File: config.mk
export PLATFORM = sky130hd
export DESIGN_NAME = fm_discriminator
export DESIGN_NICKNAME = d
export VERILOG_FILES = /design/src/rtl/fmd_pkg.sv /design/src/rtl/fmd_conj_mult.sv /design/src/rtl/fmd_cordic_atan.sv /design/src/rtl/fmd_decim.sv /design/src/rtl/fm_discriminator.sv
export SDC_FILE = /design/constraint.sdc
export NUM_CORES = 2
export LEC_CHECK = 0
export ABC_CLOCK_PERIOD_IN_PS = 12300
export BUFFER_PORTS_ARGS = -buffer_cell sky130_fd_sc_hd__clkbuf_2
export CAP_MARGIN = 40
export CORE_ASPECT_RATIO = 1.4
export CORE_UTILIZATION = 29
export DETAILED_ROUTE_END_ITERATION = 12
export PLACE_DENSITY = 0.54
export SYNTH_ARGS = -nofsm -noshare
export SYNTH_HDL_FRONTEND = slang
export SYNTH_SLANG_ARGS = --single-unit
File: constraint.sdc
create_clock -name clk -period 12.3 [get_ports clk]
set_input_delay 0.615 -clock clk [delete_from_list [all_inputs] [get_ports clk]]
set_output_delay 0.615 -clock clk [all_outputs]
set_load 0.05 [all_outputs]
File: src/rtl/fmd_pkg.sv
`timescale 1ns/1ps
package fmd_pkg;

  typedef enum logic [1:0] {
    ENG_IDLE = 2'd0,
    ENG_RUN  = 2'd1,
    ENG_DONE = 2'd2
  } eng_state_e;

  // atan(2^-idx) expressed in units where pi = 2^19
  function automatic int unsigned atan_step(input int unsigned idx);
    case (idx)
      0:  return 131072;
      1:  return 77376;
      2:  return 40884;
      3:  return 20753;
      4:  return 10417;
      5:  return 5213;
      6:  return 2607;
      7:  return 1304;
      8:  return 652;
      9:  return 326;
      10: return 163;
      11: return 81;
      12: return 41;
      13: return 20;
      14: return 10;
      15: return 5;
      default: return 0;
    endcase
  endfunction

endpackage

File: src/rtl/fmd_conj_mult.sv
`timescale 1ns/1ps
module fmd_conj_mult #(
  parameter int DATA_W = 16
) (
  input  logic                     clk,
  input  logic                     rst_n,
  input  logic                     load,
  input  logic signed [DATA_W-1:0] cur_i,
  input  logic signed [DATA_W-1:0] cur_q,
  output logic signed [DATA_W-1:0] prod_re,
  output logic signed [DATA_W-1:0] prod_im
);
  localparam int PW = 2 * DATA_W;
  localparam logic signed [PW-1:0] PMAX = PW'((64'sd1 <<< (DATA_W - 1)) - 64'sd1);
  localparam logic signed [PW-1:0] PMIN = -PMAX - PW'(1);
  localparam logic signed [DATA_W-1:0] SMAX = DATA_W'(PMAX);
  localparam logic signed [DATA_W-1:0] SMIN = DATA_W'(PMIN);
  localparam logic signed [DATA_W:0] WMAX = (DATA_W+1)'(SMAX);
  localparam logic signed [DATA_W:0] WMIN = (DATA_W+1)'(SMIN);

  logic signed [DATA_W-1:0] last_i, last_q;

  // fractional multiply: floor(a*b / 2^(DATA_W-1)) with clamp
  function automatic logic signed [DATA_W-1:0] qmul(
    input logic signed [DATA_W-1:0] a,
    input logic signed [DATA_W-1:0] b
  );
    logic signed [PW-1:0] p;
    p = PW'(a) * PW'(b);
    p = p >>> (DATA_W - 1);
    if (p > PMAX)      return SMAX;
    else if (p < PMIN) return SMIN;
    else               return DATA_W'(p);
  endfunction

  function automatic logic signed [DATA_W-1:0] clamp_w(input logic signed [DATA_W:0] s);
    if (s > WMAX)      return SMAX;
    else if (s < WMIN) return SMIN;
    else               return DATA_W'(s);
  endfunction

  logic signed [DATA_W-1:0] m_ii, m_qq, m_qi, m_iq;

  always_comb begin
    m_ii    = qmul(cur_i, last_i);
    m_qq    = qmul(cur_q, last_q);
    m_qi    = qmul(cur_q, last_i);
    m_iq    = qmul(cur_i, last_q);
    prod_re = clamp_w((DATA_W+1)'(m_ii) + (DATA_W+1)'(m_qq));
    prod_im = clamp_w((DATA_W+1)'(m_qi) - (DATA_W+1)'(m_iq));
  end

  // one-sample delay line, cleared so the first product is zero
  always_ff @(posedge clk or negedge rst_n) begin
    if (!rst_n) begin
      last_i <= '0;
      last_q <= '0;
    end else if (load) begin
      last_i <= cur_i;
      last_q <= cur_q;
    end
  end

endmodule

File: src/rtl/fmd_cordic_atan.sv
`timescale 1ns/1ps
module fmd_cordic_atan
  import fmd_pkg::*;
#(
  parameter int DATA_W = 16,
  parameter int ITER   = 14,
  parameter int GUARD  = 4,
  parameter int ZFRAC  = 4
) (
  input  logic                     clk,
  input  logic                     rst_n,
  input  logic                     start,
  input  logic signed [DATA_W-1:0] x_in,
  input  logic signed [DATA_W-1:0] y_in,
  output logic                     busy,
  output logic                     res_valid,
  input  logic                     res_take,
  output logic signed [DATA_W-1:0] res_angle
);
  localparam int XW    = DATA_W + GUARD + 3;
  localparam int ZW    = DATA_W + ZFRAC + 2;
  localparam int IW    = $clog2(ITER + 1);
  localparam int ZSH   = DATA_W - 1 + ZFRAC - 19;
  localparam int ZSH_L = (ZSH > 0) ? ZSH : 0;
  localparam int ZSH_R = (ZSH < 0) ? -ZSH : 0;
  localparam logic signed [ZW-1:0] ZPI   = ZW'(64'sd1 <<< (DATA_W - 1 + ZFRAC));
  localparam logic signed [ZW-1:0] RND   = ZW'(64'sd1 <<< (ZFRAC - 1));
  localparam logic signed [XW-1:0] RESID = XW'(64'sd1 <<< (GUARD + 5));

  eng_state_e state;
  logic signed [XW-1:0] x, y, x_nx, y_nx, x0, y0, xe, ye, xs, ys;
  logic signed [ZW-1:0] z, z_nx, z0, ang;
  logic [IW-1:0] iter;
  logic zflag;

  // load path: pre-rotate left half-plane vectors by pi
  always_comb begin
    xe = XW'(x_in) <<< GUARD;
    ye = XW'(y_in) <<< GUARD;
    if (x_in[DATA_W-1]) begin
      x0 = -xe;
      y0 = -ye;
      z0 = y_in[DATA_W-1] ? -ZPI : ZPI;
    end else begin
      x0 = xe;
      y0 = ye;
      z0 = '0;
    end
  end

  // one vectoring micro-rotation per cycle
  always_comb begin
    xs  = x >>> iter;
    ys  = y >>> iter;
    ang = ZW'((atan_step(32'(iter)) << ZSH_L) >> ZSH_R);
    if (!y[XW-1]) begin
      x_nx = x + ys;
      y_nx = y - xs;
      z_nx = z + ang;
    end else begin
      x_nx = x - ys;
      y_nx = y + xs;
      z_nx = z - ang;
    end
  end

  always_ff @(posedge clk or negedge rst_n) begin
    if (!rst_n) begin
      state <= ENG_IDLE;
      x     <= '0;
      y     <= '0;
      z     <= '0;
      iter  <= '0;
      zflag <= 1'b0;
    end else begin
      case (state)
        ENG_IDLE: if (start) begin
          x     <= x0;
          y     <= y0;
          z     <= z0;
          zflag <= (x_in == '0) && (y_in == '0);
          iter  <= '0;
          state <= ENG_RUN;
        end
        ENG_RUN: begin
          x <= x_nx;
          y <= y_nx;
          z <= z_nx;
          if (iter == IW'(ITER - 1)) state <= ENG_DONE;
          else                       iter  <= iter + IW'(1);
        end
        ENG_DONE: if (res_take) state <= ENG_IDLE;
        default: state <= ENG_IDLE;
      endcase
    end
  end

  assign busy      = (state != ENG_IDLE);
  assign res_valid = (state == ENG_DONE);
  // zero vector reports 0; otherwise round the angle accumulator
  assign res_angle = zflag ? '0 : DATA_W'((z + RND) >>> ZFRAC);

  assert_start_busy_R1: assert property (@(posedge clk) disable iff (!rst_n)
    start |=> busy);
  assert_right_half_R4: assert property (@(posedge clk) disable iff (!rst_n)
    (state == ENG_RUN) |-> !x[XW-1]);
  assert_y_converged_R3: assert property (@(posedge clk) disable iff (!rst_n)
    res_valid |-> ((y < RESID) && (y > -RESID)));

endmodule

File: src/rtl/fmd_decim.sv
`timescale 1ns/1ps
module fmd_decim #(
  parameter int DATA_W = 16,
  parameter int DECIM  = 3
) (
  input  logic                     clk,
  input  logic                     rst_n,
  input  logic                     res_valid,
  input  logic signed [DATA_W-1:0] res_angle,
  output logic                     res_take,
  output logic                     out_valid,
  input  logic                     out_ready,
  output logic signed [DATA_W-1:0] out_data
);
  localparam int CW = (DECIM > 1) ? $clog2(DECIM) : 1;

  logic [CW-1:0] phase;
  logic keep;

  assign keep     = (phase == '0);
  // a dropped value always leaves; a kept one waits for a free slot
  assign res_take = res_valid && (!keep || !out_valid || out_ready);

  always_ff @(posedge clk or negedge rst_n) begin
    if (!rst_n) begin
      phase     <= '0;
      out_valid <= 1'b0;
      out_data  <= '0;
    end else begin
      if (res_take) phase <= (phase == CW'(DECIM - 1)) ? '0 : phase + CW'(1);
      if (res_take && keep) begin
        out_valid <= 1'b1;
        out_data  <= res_angle;
      end else if (out_ready) begin
        out_valid <= 1'b0;
      end
    end
  end

  assert_phase_range_R7: assert property (@(posedge clk) disable iff (!rst_n)
    phase < CW'(DECIM));
  assert_hold_stable_R8: assert property (@(posedge clk) disable iff (!rst_n)
    (out_valid && !out_ready) |=> (out_valid && $stable(out_data)));

endmodule

File: src/rtl/fm_discriminator.sv
`timescale 1ns/1ps
module fm_discriminator #(
  parameter int DATA_W = 16,
  parameter int ITER   = 14,
  parameter int DECIM  = 3,
  parameter int GUARD  = 4,
  parameter int ZFRAC  = 4
) (
  input  logic                     clk,
  input  logic                     rst_n,
  input  logic                     in_valid,
  output logic                     in_ready,
  input  logic signed [DATA_W-1:0] in_i,
  input  logic signed [DATA_W-1:0] in_q,
  output logic                     busy,
  output logic                     out_valid,
  input  logic                     out_ready,
  output logic signed [DATA_W-1:0] out_data
);
  logic accept, res_valid, res_take;
  logic signed [DATA_W-1:0] prod_re, prod_im, angle;

  assign in_ready = !busy;
  assign accept   = in_valid && in_ready;

  fmd_conj_mult #(.DATA_W(DATA_W)) conj_i (
    .clk     (clk),
    .rst_n   (rst_n),
    .load    (accept),
    .cur_i   (in_i),
    .cur_q   (in_q),
    .prod_re (prod_re),
    .prod_im (prod_im)
  );

  fmd_cordic_atan #(
    .DATA_W (DATA_W),
    .ITER   (ITER),
    .GUARD  (GUARD),
    .ZFRAC  (ZFRAC)
  ) cordic_i (
    .clk       (clk),
    .rst_n     (rst_n),
    .start     (accept),
    .x_in      (prod_re),
    .y_in      (prod_im),
    .busy      (busy),
    .res_valid (res_valid),
    .res_take  (res_take),
    .res_angle (angle)
  );

  fmd_decim #(.DATA_W(DATA_W), .DECIM(DECIM)) decim_i (
    .clk       (clk),
    .rst_n     (rst_n),
    .res_valid (res_valid),
    .res_angle (angle),
    .res_take  (res_take),
    .out_valid (out_valid),
    .out_ready (out_ready),
    .out_data  (out_data)
  );

  assert_accept_drops_ready_R1: assert property (@(posedge clk) disable iff (!rst_n)
    (in_valid && in_ready) |=> !in_ready);

endmodule

==> results.txt <==
Reg2reg start: conj_i.last_i[9]$_DFFE_PN0P_
Post-layout minimum cycle time: 11.59 ns
Worst path buffer plus inverter count: 9
# fillers: 18979
CP max stage delay: 0.77 ns
Worst EP required: 12.72 ns
Worst hold path type: in2async
DRT antenna net count: 0
Core Region: 180000 µm²
Syn Area/Cell: 8.75 µm²
Final worst path period share: 0.942
DRC violations left: 0
Crit-path max FO: 17
N_diodes: 0
Post-Syn Nets: 7537
RSZ-0062 raised after global routing: false
Largest net degree at the start of global routing: 69
Worst Path Class, Setup: reg2reg
CTS sink count: 124
1st-iter DRT viols: 2157
CTS buffer count: 17
Setup TNS: 0 ns
Slew @ Worst Pin: 0.850 ns
Result of the run: finished clean
Max Cap Violations: 0
Hold Buf Count CTS: 0
Post-route insts no fill: 8379
Synth-to-layout area growth: 7.81%
Final Hold Fails: 0
Crit start category: register
Finish-stage setup viols: 0
TritonRoute pass-1 iters: 5
I/O Buffers: 54
DR WL/cell: 18.5 µm
Synthesized area: 52800 µm²
Slowest cell on crit path: dfrtp_1
Final Wtd Congestion: 0.906
Die Y: 507 µm
Synth area leaders: fa_1 (40%), ha_1 (10%), inv_1 (8.5%)
Post-synthesis sequential area ratio: 0.0588
Number of global-route vias before repair: 44595
Vias: 40655
Root Driver: clkbuf_16
Synth Flop Type: dfrtp_1
Final WL: 155000 µm
Nets@finish: 7455
CTS clk-pin slew, worst paths: 0.08 ns
#FFs+latches synth: 124
Async set-reset flop share out of synthesis: 1.00
R2R Path End: cordic_i.x[16]$_DFFE_PN0P_
Vias per std cell: 4.85
Share of cells above drive strength 1: 0.0591
Placed Cells incl. Taps: 8346
Die span in x: 363 µm
Slew HR: 0.426
Max-slew violations: 0
Top cells by count, synth: inv_1 (1196), fa_1 (1049), nand2_1 (744)
Number of enable flip-flop cells after synthesis: 0
Syn. warnings: 0
Starting Density: 0.293
Worst path top cell family by delay: compound AO/OA/AOI/OAI gates
Fmax: 0.0863 GHz
Post-DP HPWL: 126000 µm
Die area: 184000 µm²
Crit path DAT: 12.01 ns
Share of the synthesized area in the top cell type: 0.398
Distinct cell type count after synthesis: 85
Max Clock Skew: 0.0328 ns
Largest area contributor in the netlist: fa_1
First-pass GRT wire length: 249000 µm
Initial antenna violation count: 5
Clk_lat worst skew: 0.54 ns
I/O Pins: 55
Most instantiated library cell after synthesis: inv_1
Worst R2R Path Depth: 40
Total GRT Usage: 0.174
CTS HTree Levels: 4
Kind of end point of the critical path: register
CTS tree: done
Synth Instances: 6030
Setup slack, reg-to-reg: 0.71 ns
Clock buffer depth: 2
Total global routing overflow: 0
Site Rows: 184
-- layout by cell type (no fill, tap or decap), drive strengths merged, types with 58 or more instances in the layout --
cell    netlist  routed
inv        1197    1206
fa         1049    1049
nand2       745     745
and2        510     510
ha          422     422
nor2        247     247
a21oi       195     195
o21ai       192     192
xnor2       157     157
buf          24     141
dfrtp       124     124
xor2         95      95
clkbuf      271      70
nor3         61      61
nand3        59      59
mux4         58      58
-- layer usage --
| layer | up-vias | part of all wire | wire [µm] | GRT usage |
|---|---|---|---|---|
| met4 | 4 | 0.050 | 7800 | 0.0765 |
| met1 | 20943 | 0.37 | 56900 | 0.191 |
| met5 | - | 0.00013 | 20 | 0 |
| met3 | 269 | 0.037 | 5690 | 0.0179 |
| li1 | 18535 | - | - | - |
| met2 | 904 | 0.55 | 84700 | 0.334 |
-- logic make-up (layout without fill, tap and decap cells) --
| kind of cell | Yosys count | count (layout) | synth area share |
|---|---|---|---|
| compound gates | 755 | 755 | 0.0911 |
| xor+xnor | 252 | 252 | 0.0418 |
| fa+ha+maj | 1478 | 1478 | 0.499 |
| buf+inv | 1494 | 1425 | 0.107 |
| flops | 124 | 124 | 0.0588 |
| mux | 99 | 99 | 0.0332 |
| simple gates | 1828 | 1828 | 0.169 |
-- worst max path at each step --
stage / cells past startpoint / end / slack, ns / from
finish: 40 / cordic_i.x[16]$_DFFE_PN0P_ / 0.71 / conj_i.last_i[9]$_DFFE_PN0P_
global route: 40 / cordic_i.x[16]$_DFFE_PN0P_ / 0.05 / conj_i.last_i[6]$_DFFE_PN0P_
CTS: 39 / cordic_i.x[16]$_DFFE_PN0P_ / 0.30 / conj_i.last_i[6]$_DFFE_PN0P_
detailed placement: 38 / cordic_i.x[16]$_DFFE_PN0P_ / 0.18 / in_i[15]
global placement: 38 / cordic_i.x[16]$_DFFE_PN0P_ / 0.21 / in_i[15]
floorplan: 41 / cordic_i.x[16]$_DFFE_PN0P_ / 1.48 / in_q[11]
-- layout make-up --
type	instances	area (µm²)	share of cell area
clock inverter	15	173	0.00303
clock buffer	17	425	0.00748
timing repair buffer	194	1550	0.0272
multi-input combinational	4412	44100	0.775
tap	2418	3030	0.0532
sequential	124	3120	0.0549
inverter	1199	4500	0.0791
-- metrics by stage --
step	hold slack [ns]	util	worst slack (ns)	cell area, µm²
after floorplan	0.319	-	1.48	52800
after global placement	0.466	0.311	0.210	56000
after detailed placement	0.474	0.312	0.183	56200
after CTS	0.00600	0.316	0.301	56800
after global routing	0.0262	0.316	0.0461	56900
final	0.0239	0.316	0.708	56900
-- state kept, by name, indices dropped and copies added (netlist names) --
register / cells
cordic_i.state: 2
conj_i.last_q: 16
decim_i.out_data: 16
decim_i.out_valid: 1
conj_i.last_i: 16
cordic_i.z: 20
cordic_i.zflag: 1
decim_i.phase: 2
cordic_i.x: 23
cordic_i.y: 23
cordic_i.iter: 4
-- what timing repair did --
item / CTS / global route
resized for setup: 0 / 13
endpoints found under the setup margin: 0 / 14
buffers inserted: 0 / 1
Power is left out: the tool's default activity adds up to more than one toggle a clock period on the data nets, which glitch-free logic cannot reach.
